===== config.mk =====
export PLATFORM = sky130hd
export DESIGN_NAME = servo_presence_qual
export DESIGN_NICKNAME = d
export VERILOG_FILES = /design/src/rtl/servo_qual_pkg.sv /design/src/rtl/sq_loss_timer.sv /design/src/rtl/sq_arm_timer.sv /design/src/rtl/servo_presence_qual.sv
export SDC_FILE = /design/constraint.sdc
export NUM_CORES = 1
export LEC_CHECK = 0
export BUFFER_PORTS_ARGS = -buffer_cell sky130_fd_sc_hd__buf_2
export CORE_MARGIN = 3
export CORE_UTILIZATION = 30
export CTS_CLUSTER_DIAMETER = 120
export DETAILED_ROUTE_END_ITERATION = 6
export PLACE_DENSITY = 0.56
export SLEW_MARGIN = 30
export SYNTH_ARGS = -nofsm -noshare
export SYNTH_HDL_FRONTEND = slang
export SYNTH_SLANG_ARGS = --single-unit

===== constraint.sdc =====
create_clock -name clk_i -period 1.64 [get_ports clk_i]
set_input_delay 0.082 -clock clk_i [delete_from_list [all_inputs] [get_ports clk_i]]
set_output_delay 0.082 -clock clk_i [all_outputs]
set_load 0.05 [all_outputs]

===== src/rtl/servo_qual_pkg.sv =====
package servo_qual_pkg;
  // bits needed to hold the values 0..n
  function automatic int cnt_bits(input int n);
    return (n < 1) ? 1 : $clog2(n + 1);
  endfunction
endpackage


===== src/rtl/sq_loss_timer.sv =====
module sq_loss_timer #(
  parameter int LOSS_CYC = 50
) (
  input  logic clk_i,
  input  logic rst_i,
  input  logic strobe_i,
  output logic present_o
);
  import servo_qual_pkg::*;
  localparam int LW = cnt_bits(LOSS_CYC);
  localparam logic [LW-1:0] RELOAD = LW'(LOSS_CYC);

  logic [LW-1:0] remain_q;

  always_ff @(posedge clk_i) begin
    if (rst_i)
      remain_q <= '0;
    else if (strobe_i)
      remain_q <= RELOAD;
    else if (remain_q != '0)
      remain_q <= remain_q - LW'(1);
  end

  assign present_o = (remain_q != '0);

  assert_strobe_sets_present_R1: assert property (@(posedge clk_i) disable iff (rst_i)
    strobe_i |=> present_o);
  assert_fall_needs_idle_R2: assert property (@(posedge clk_i) disable iff (rst_i)
    $fell(present_o) |-> !$past(strobe_i));
  assert_retrigger_full_R8: assert property (@(posedge clk_i) disable iff (rst_i)
    strobe_i |=> (remain_q == RELOAD));
endmodule


===== src/rtl/sq_arm_timer.sv =====
module sq_arm_timer #(
  parameter int ARM_CYC = 3000
) (
  input  logic clk_i,
  input  logic rst_i,
  input  logic present_i,
  output logic armed_o
);
  import servo_qual_pkg::*;
  localparam int AW = cnt_bits(ARM_CYC);
  localparam logic [AW-1:0] FULL = AW'(ARM_CYC);

  logic [AW-1:0] elapsed_q;

  always_ff @(posedge clk_i) begin
    if (rst_i || !present_i)
      elapsed_q <= '0;
    else if (elapsed_q != FULL)
      elapsed_q <= elapsed_q + AW'(1);
  end

  assign armed_o = (elapsed_q == FULL);

  assert_held_clear_R3: assert property (@(posedge clk_i) disable iff (rst_i)
    !present_i |=> !armed_o);
  assert_arm_sticks_R4: assert property (@(posedge clk_i) disable iff (rst_i)
    (armed_o && present_i) |=> armed_o);
endmodule


===== src/rtl/servo_presence_qual.sv =====
module servo_presence_qual #(
  parameter int LOSS_CYC = 50,
  parameter int ARM_CYC  = 3000
) (
  input  logic clk_i,
  input  logic rst_i,
  input  logic dibit_i,
  output logic present_o,
  output logic servo_en_o
);
  logic present;
  logic armed;

  sq_loss_timer #(.LOSS_CYC(LOSS_CYC)) u_loss (
    .clk_i     (clk_i),
    .rst_i     (rst_i),
    .strobe_i  (dibit_i),
    .present_o (present)
  );

  sq_arm_timer #(.ARM_CYC(ARM_CYC)) u_arm (
    .clk_i     (clk_i),
    .rst_i     (rst_i),
    .present_i (present),
    .armed_o   (armed)
  );

  // the flag gates the enable directly so a loss drops it in the same cycle
  assign present_o  = present;
  assign servo_en_o = present & armed;

  assert_en_needs_present_R3: assert property (@(posedge clk_i) disable iff (rst_i)
    servo_en_o |-> present_o);
  assert_rise_after_present_R4: assert property (@(posedge clk_i) disable iff (rst_i)
    $rose(servo_en_o) |-> $past(present_o));
  assert_drop_together_R5: assert property (@(posedge clk_i) disable iff (rst_i)
    ($past(servo_en_o) && $fell(present_o)) |-> !servo_en_o);
  assert_reset_clears_R7: assert property (@(posedge clk_i)
    rst_i |=> (!present_o && !servo_en_o));
endmodule


==> flow_summary.json, run 1 <==
{
  "antenna_found_initial": 0,
  "synthesis.area_um2": 896,
  "grt_max_degree": 11,
  "dpl_cell_area_um2": 997,
  "p_per_area_nw_per_um2": 877,
  "place_inst": 141,
  "synth_cells": 101,
  "p_leak_nw": 0.373,
  "ys_warn_count": 0,
  "postRouteAntennaNets": 0,
  "period_minus_slack_ns": 1.65,
  "yosysUniqueCellTypes": 33,
  "num_io_pins": 5,
  "overflow": 0,
  "crit_arrival_ns": 1.57,
  "synth.top_cells.by_count": "18 x dfxtp_1, 10 x a21oi_1, 7 x inv_1",
  "relSlewSlack": 0.792,
  "layout-drive-gt1-share": 0.265,
  "power.total_w": 0.000974,
  "setup_ws_ns": -0.00945,
  "drc": 0,
  "power_frac_comb": 0.215,
  "synth-main-ff-cell": "dfxtp_1",
  "htreeDepth": 1,
  "via_count": 832,
  "grt_pass1_wl_um": 3530,
  "switching_share": 0.275,
  "ys_top_cells_by_area": "dfxtp_1 40%, a21oi_1 5.6%, ha_1 4.2%, o31ai_1 4.2%, or3_1 3.5%",
  "start_kind": "flip-flop",
  "cts_tree": "built",
  "tightest_slew_ns": 0.311,
  "ys_seq_area_frac": 0.402,
  "skew_ns": 0.0103,
  "routed_wl_um": 1960,
  "rrSetupSlack_ns": 0.16,
  "instances_no_fill": 148,
  "dieArea_um2": 3680,
  "fin_area_um2": 1110,
  "cts_sinks": 18,
  "post-route-period-util": 1.01,
  "cts_buffers": 3,
  "outcome": "finished, violations left",
  "slew_viol_final": 0,
  "rows": 19,
  "syn-num-nets": 107,
  "grt_pass1_vias": 817,
  "final_nets": 124,
  "seqPwrFrac": 0.504,
  "avgSynthCellArea_um2": 8.87,
  "synth_edf_count": 0,
  "yosys.area.top_type": "dfxtp_1",
  "routed_via_density": 5.62,
  "synth_top_area_frac": 0.402,
  "crit_type": "reg2out",
  "hpwl_um": 1430,
  "p_switching_w": 0.000268,
  "yosysMostFrequentCell": "dfxtp_1",
  "setup_violations": 1,
  "insertion_delay_ns": 0.30,
  "groute.usage.overall": 0.127,
  "crit_fanout": 3,
  "vdd_drop_max_mv": 0.486,
  "ys_ff_latch": 18,
  "async_flop_share": 0,
  "gp_congestion": 0.826,
  "port-buffer-count": 4,
  "core_area_um2": 2810,
  "drt_iter0_drc": 30,
  "violations": "setup timing",
  "root_buffer": "clkbuf_4",
  "start_util": 0.319,
  "fmax_mhz": 606,
  "hold_path_class": "in2reg",
  "drtPass1Iterations": 4,
  "path_clk_slew_ns": 0.09,
  "fp.dieH_um": 60.6,
  "n_antenna_cell": 0,
  "die_x_um": 60.6,
  "rsz0062_at_grt": "true",
  "power.internal_w": 0.000706,
  "clkPwrFrac": 0.280,
  "wl_per_cell_um": 13.2,
  "crit_path_end_kind": "output pin",
  "maxCapViolCount": 0,
  "place_ws_ns": 0.150,
  "syn2layout_area_growth_pct": 23.9,
  "clk_path_buf_depth": 2,
  "critPathRequiredTime_ns": 1.56,
  "finalHoldViolations": 0
}
## worst paths after layout
path,startpoint,endpoint,cells after the start
worst max-delay path,u_loss.remain_q[3],servo_en_o,4
worst min register to register,u_arm.elapsed_q[11],u_arm.elapsed_q[11],2
worst min-delay path,dibit_i,u_loss.remain_q[0],2
worst max register to register,u_arm.elapsed_q[1],u_arm.elapsed_q[11],3
## per-layer routing
metal | part of all wire | GRT usage
met2 | 0.47 | 0.208
met3 | 0.044 | 0.0447
met4 | 0.0066 | 0.0402
met1 | 0.48 | 0.157
met5 | 0 | 0
## flip-flops by register name (all words and copies together), names as in the netlist
name,flops
u_arm.elapsed_q,12
u_loss.remain_q,6
## power by group through the flow
stage          Combinational (W)  Clock (W)  Sequential, W
2_1_floorplan           0.000131          0       0.000492
3_3_place_gp            0.000174          0       0.000497
3_5_place_dp            0.000180          0       0.000498
4_1_cts                 0.000211   0.000287       0.000490
5_1_grt                 0.000237   0.000305       0.000495
6_report                0.000210   0.000273       0.000491
## worst max-delay path, cell delays in order (launching register included)
cell and delay [ns]:
dfxtp_2 0.33, or3_4 0.38, or2_4 0.25, and4_1 0.16, buf_6 0.15
## timing repair
action / CTS / global route
hold endpoints to repair: 4 / 0
setup buffers: 2 / 0
gates resized for setup: 12 / 4
pin swaps: 2 / 0
endpoints found under the setup margin: 2 / 2
hold buffers: 1 / 0
## cells by family after synthesis
| family | share of synthesized area |
|---|---|
| AO/OA/AOI/OAI | 0.172 |
| XOR/XNOR | 0.0391 |
| adder cells (fa/ha/maj) | 0.0419 |
| buffers and inverters | 0.0405 |
| flip-flops | 0.402 |
| multiplexers | 0.0112 |
| AND/OR/NAND/NOR | 0.293 |
## through the flow
| step | TNS [ns] | hold WS, ns | utilization |
|---|---|---|---|
| floorplan | 0 | 0.151 | - |
| detailed placement | 0 | 0.317 | 0.355 |
| global route | -0.0939 | 0.00215 | 0.396 |
| CTS | -0.0287 | 0.00668 | 0.393 |
| global placement | 0 | 0.312 | 0.355 |
| finish | -0.00945 | 0.0212 | 0.396 |
## layout make-up
class	count	area [um2]
Fill cell	302	1700
Multi-Input combinational cell	74	537
Sequential cell	18	368
Timing Repair Buffer	14	104
Tap cell	31	38.8
Clock buffer	4	36.3
Inverter	7	26.3
## cells in the final DEF, fill, tap and decap left out, types with 2 or more instances in the layout
master,n
xnor2_1,3
or3_1,4
a31oi_1,2
buf_2,3
nand4_1,4
nand2_1,2
nand3_1,3
nor4_1,2
buf_4,9
o21ai_0,5
o31ai_1,5
nor3_1,5
or4_1,3
nand4b_1,2
inv_1,5
inv_2,2
dfxtp_1,12
nand2b_1,2
dfxtp_2,6
nor2_1,3
clkbuf_4,3
a21oi_1,10
ha_1,2
No activity file was read; power rests on OpenSTA's default activity.
==> run 2: changes to the inputs <==
--- a/config.mk
+++ b/config.mk
@@ -6,11 +6,11 @@
 export NUM_CORES = 1
 export LEC_CHECK = 0
 export BUFFER_PORTS_ARGS = -buffer_cell sky130_fd_sc_hd__buf_2
-export CORE_MARGIN = 3
-export CORE_UTILIZATION = 30
+export CAP_MARGIN = 20
+export CORE_UTILIZATION = 50
 export CTS_CLUSTER_DIAMETER = 120
 export DETAILED_ROUTE_END_ITERATION = 6
-export PLACE_DENSITY = 0.56
+export PLACE_DENSITY = 0.78
 export SLEW_MARGIN = 30
 export SYNTH_ARGS = -nofsm -noshare
 export SYNTH_HDL_FRONTEND = slang
==> flow_summary.json, run 2 (synthesis gave the netlist of run 1 again) <==
{
  "utilization": 0.719,
  "skew_ns": 0.00509,
  "htreeDepth": 1,
  "relSlewSlack": 0.773,
  "outcome": "finished, violations left",
  "fp.dieH_um": 44.3,
  "crit_arrival_ns": 1.61,
  "setup_ws_ns": -0.0540,
  "violations": "setup timing",
  "port-buffer-count": 4,
  "crit_fanout": 3,
  "n_antenna_cell": 0,
  "largest_reg_flops": 12,
  "insertion_delay_ns": 0.31,
  "fin_setup_tns_ns": -0.0540,
  "vdd_drop_max_mv": 0.564,
  "clk_path_buf_depth": 2,
  "final_nets": 129,
  "core_area_um2": 1590,
  "root_buffer": "clkbuf_4",
  "cts_buffers": 3,
  "period_minus_slack_ns": 1.69,
  "overflow": 0,
  "slew_viol_final": 0,
  "hold_path_class": "in2reg",
  "antenna_found_initial": 0,
  "start_kind": "flip-flop",
  "final_common_cell": "buf_4",
  "tightest_slew_ns": 0.337,
  "maxCapViolCount": 0,
  "top_register": "u_arm.elapsed_q",
  "crit_path_end_kind": "output pin",
  "p_leak_nw": 0.390,
  "via_count": 858,
  "path_clk_slew_ns": 0.10,
  "die_x_um": 44.3,
  "cts_tree": "built",
  "finalHoldViolations": 0,
  "post-route-period-util": 1.03,
  "rrSetupSlack_ns": 0.13,
  "hpwl_um": 1370,
  "setup_violations": 1,
  "critPathRequiredTime_ns": 1.56,
  "dieArea_um2": 1970,
  "rows": 14,
  "rsz0062_at_grt": "true",
  "groute.usage.overall": 0.256,
  "p_per_area_nw_per_um2": 840,
  "fmax_mhz": 590,
  "reg.largest.list": "u_arm.elapsed_q (12), u_loss.remain_q (6)",
  "layout-drive-gt1-share": 0.306,
  "num_io_pins": 5,
  "gp_congestion": 0.745,
  "crit_type": "reg2out",
  "syn2layout_area_growth_pct": 27.9,
  "final_cell_mix": "13 x buf_4, 12 x dfxtp_1, 10 x a21oi_1",
  "drt_iter0_drc": 29,
  "routed_wl_um": 2140,
  "grt_pass1_wl_um": 3570,
  "start_util": 0.562,
  "wl_per_cell_um": 14.8,
  "postRouteAntennaNets": 0,
  "nFillCells": 118,
  "cts_sinks": 18,
  "grt_pass1_vias": 790,
  "drc": 0,
  "grt_max_degree": 15,
  "drtPass1Iterations": 4,
  "routed_via_density": 5.92
}
-- run 2: repair_timing --
action | in CTS | in global routing
endpoints found under the setup margin | 2 | 2
resized for setup | 7 | 17
hold endpoints to repair | 5 | 0
setup buffers | 3 | 4
pin swaps | 2 | 3
hold buffers | 2 | 0
-- run 2: report_power, final --
part           switching [W]  internal, W  total [W]
Combinational       0.000114     0.000124   0.000238
Clock               0.000145    0.0000860   0.000231
Sequential         0.0000273     0.000466   0.000493
-- run 2: path summary, 6_finish.rpt --
kind	from	cells after the start	end
worst max-delay path	u_loss.remain_q[4]	4	servo_en_o
worst min-delay path	rst_i	3	u_loss.remain_q[4]
worst max register to register	u_arm.elapsed_q[1]	5	u_arm.elapsed_q[10]
worst min register to register	u_arm.elapsed_q[9]	2	u_arm.elapsed_q[9]
-- run 2: routing by layer --
| metal | up-vias | GRT usage | wire length, um |
|---|---|---|---|
| met5 | - | 0 | 0 |
| met4 | 0 | 0.145 | 55 |
| met3 | 5 | 0.0612 | 83 |
| met2 | 20 | 0.432 | 1100 |
| met1 | 405 | 0.294 | 898 |
| li1 | 428 | - | - |
-- run 2: area by class of cell --
type	count	area, um2	share of cell area
multi-input cells	74	542	0.473
well taps	24	30.0	0.0262
inverters	7	28.8	0.0251
flip-flops and latches	18	375	0.328
clock buffers	3	22.5	0.0197
repair buffers	19	148	0.129
-- run 2: per-stage QoR --
stage / hold WS [ns] / cell area, um2 / worst slack (ns) / std cells / power (W)
detailed placement: 0.316 / 981 / 0.141 / 133 / 0.000671
global placement: 0.307 / 981 / 0.178 / 133 / 0.000662
floorplan: 0.151 / 896 / 0.00304 / 101 / 0.000623
CTS: 0.508 / 1070 / -0.0217 / 141 / 0.000923
global route: 0.548 / 1150 / -0.105 / 145 / 0.00101
finish: 0.517 / 1150 / -0.0540 / 145 / 0.000963
-- run 2: critical path: stages, from the launching register on --
cell	delay, ns
dfxtp_2	0.34
or3_4	0.38
or2_4	0.24
and4_4	0.20
buf_8	0.14
==> run 3: changes to the inputs <==
--- a/config.mk
+++ b/config.mk
@@ -10,7 +10,7 @@
 export CORE_UTILIZATION = 50
 export CTS_CLUSTER_DIAMETER = 120
 export DETAILED_ROUTE_END_ITERATION = 6
-export PLACE_DENSITY = 0.78
+export PLACE_DENSITY = 0.67
 export SLEW_MARGIN = 30
 export SYNTH_ARGS = -nofsm -noshare
 export SYNTH_HDL_FRONTEND = slang
==> constraint.sdc (replaced) <==
create_clock -name clk_i -period 1.64 [get_ports clk_i]
set_input_delay 0.082 -clock clk_i [delete_from_list [all_inputs] [get_ports clk_i]]
set_output_delay 0.082 -clock clk_i [all_outputs]
set_load 0.005 [all_outputs]
==> flow_summary.json, run 3 (synthesis gave the netlist of run 1 again) <==
{
  "hpwl_um": 1270,
  "final_common_cell": "dfxtp_1",
  "skew_ns": 0.00463,
  "groute.usage.overall": 0.215,
  "reg.largest.list": "u_arm.elapsed_q (12), u_loss.remain_q (6)",
  "top_register": "u_arm.elapsed_q",
  "rows": 14,
  "p_leak_nw": 0.359,
  "root_buffer": "clkbuf_4",
  "crit_type": "reg2out",
  "final_cell_mix": "13 x dfxtp_1, 10 x a21oi_1, 8 x buf_4",
  "crit_fanout": 3,
  "dieArea_um2": 1970,
  "insertion_delay_ns": 0.28,
  "r2r-end": "u_arm.elapsed_q[11]",
  "rsz0062_at_grt": "false",
  "fin_setup_tns_ns": 0,
  "critPathTopFamily": "simple AND/OR/NAND/NOR gates",
  "reg2reg_from": "u_arm.elapsed_q[6]",
  "outcome": "complete, no violations",
  "drtPass1Iterations": 5,
  "p_per_area_nw_per_um2": 839,
  "nFillCells": 121,
  "cts_sinks": 18,
  "drc": 0,
  "start_kind": "flip-flop",
  "overflow": 0,
  "grt_max_degree": 10,
  "switching_share": 0.274,
  "worst_path_max_delay_cell": "or3_4",
  "relSlewSlack": 0.779,
  "clk_path_buf_depth": 2,
  "port-buffer-count": 4,
  "routed_via_density": 5.88,
  "start_util": 0.562,
  "vdd_drop_max_mv": 0.592,
  "p_switching_w": 0.000250,
  "setup_ws_ns": 0.0604,
  "htreeDepth": 1,
  "power_frac_comb": 0.223,
  "crit_chain": "or3_4 > or2_4 > and4_1 > buf_2",
  "multi_input_area_um2": 544,
  "grt_pass1_wl_um": 3190,
  "tightest_slew_ns": 0.327,
  "drt_iter0_drc": 20,
  "layout-drive-gt1-share": 0.252,
  "path_clk_slew_ns": 0.10,
  "syn2layout_area_growth_pct": 21.1,
  "n_antenna_cell": 0,
  "cts_buffers": 3,
  "critPathRequiredTime_ns": 1.56,
  "crit_arrival_ns": 1.50,
  "min_from": "dibit_i",
  "grt_pass1_vias": 771,
  "core_area_um2": 1590,
  "largest_reg_flops": 12,
  "rrSetupSlack_ns": 0.17,
  "critical_path.max_stage_delay_ns": 0.38,
  "fp.dieH_um": 44.3,
  "clkPwrFrac": 0.232,
  "seqPwrFrac": 0.545,
  "place_ws_ns": 0.209,
  "slew_viol_final": 0,
  "post-route-period-util": 0.963,
  "cp_num_buf_inv": 1,
  "wl_per_cell_um": 13.4,
  "maxCapViolCount": 0,
  "num_io_pins": 5,
  "crit_path_end_kind": "output pin",
  "whs_endpoint": "u_loss.remain_q[0]",
  "die_x_um": 44.3,
  "hold_path_class": "in2reg",
  "cts_tree": "built",
  "antenna_found_initial": 0,
  "power.internal_w": 0.000661,
  "final_nets": 123,
  "fmax_mhz": 633,
  "postRouteAntennaNets": 0,
  "setup_violations": 0,
  "finalHoldViolations": 0,
  "seq_area_um2": 369,
  "whs_path_depth": 2,
  "gp_congestion": 0.806,
  "period_minus_slack_ns": 1.58,
  "routed_wl_um": 1870,
  "via_count": 818,
  "ff2ff_path_depth": 3
}
==> run 3: cell types whose count changed in the layout (fill, tap and decap cells not counted), sizes merged <==
cell         change
buf              -5
dlygate4sd3      -1
==> run 3: area by class of cell <==
class / instances / area share
multi-input cells: 74 / 0.502
flip-flops and latches: 18 / 0.340
repair buffers: 13 / 0.0830
well taps: 24 / 0.0277
inverters: 7 / 0.0265
clock buffers: 3 / 0.0208
==> run 3: per-layer routing <==
metal  part of all wire  track usage
met2               0.49        0.368
met5                  0            0
met3              0.033       0.0367
met4             0.0080       0.0727
met1               0.47        0.271
==> run 3: how the worst max path moves through the flow <==
stage	start	end	slack [ns]	depth (start not counted)
floorplan	u_loss.remain_q[3]	u_loss.remain_q[1]	0.26	4
global placement	u_loss.remain_q[3]	servo_en_o	0.21	4
detailed placement	u_loss.remain_q[3]	servo_en_o	0.21	4
CTS	u_arm.elapsed_q[0]	servo_en_o	0.007	6
global route	u_loss.remain_q[4]	servo_en_o	0.004	4
finish	u_loss.remain_q[4]	servo_en_o	0.06	4
==> run 3: power groups by stage <==
stage                     Combinational, W  Sequential, W  Clock (W)
final                             0.000203       0.000497   0.000211
after global routing              0.000221       0.000501   0.000240
after CTS                         0.000172       0.000491   0.000221
after detailed placement          0.000150       0.000499          0
after global placement            0.000147       0.000497          0
after floorplan                   0.000118       0.000492          0
==> run 3: per-stage QoR <==
| step | util | hold slack [ns] | instances | power [W] | instance area [um2] |
|---|---|---|---|---|---|
| floorplan | - | 0.151 | 101 | 0.000610 | 896 |
| global placement | 0.606 | 0.310 | 131 | 0.000644 | 966 |
| detailed placement | 0.606 | 0.313 | 131 | 0.000648 | 966 |
| CTS | 0.651 | 0.0323 | 138 | 0.000883 | 1040 |
| global route | 0.681 | 0.0204 | 139 | 0.000963 | 1080 |
| finish | 0.681 | 0.0315 | 139 | 0.000910 | 1080 |
==> run 3: what timing repair did <==
action                                 in CTS  in global routing
hold buffers                                1                  0
endpoints found under the hold margin       1                  0
gates resized for setup                     5                 12
setup buffers                               3                  1
pin swaps                                   1                  1
setup endpoints to repair                   1                  1
==> run 3: worst register-to-register path: stages (launching register included) <==
cell     delay [ns]
dfxtp_1        0.46
nand3_1        0.25
or4_1          0.55
a21oi_1        0.14
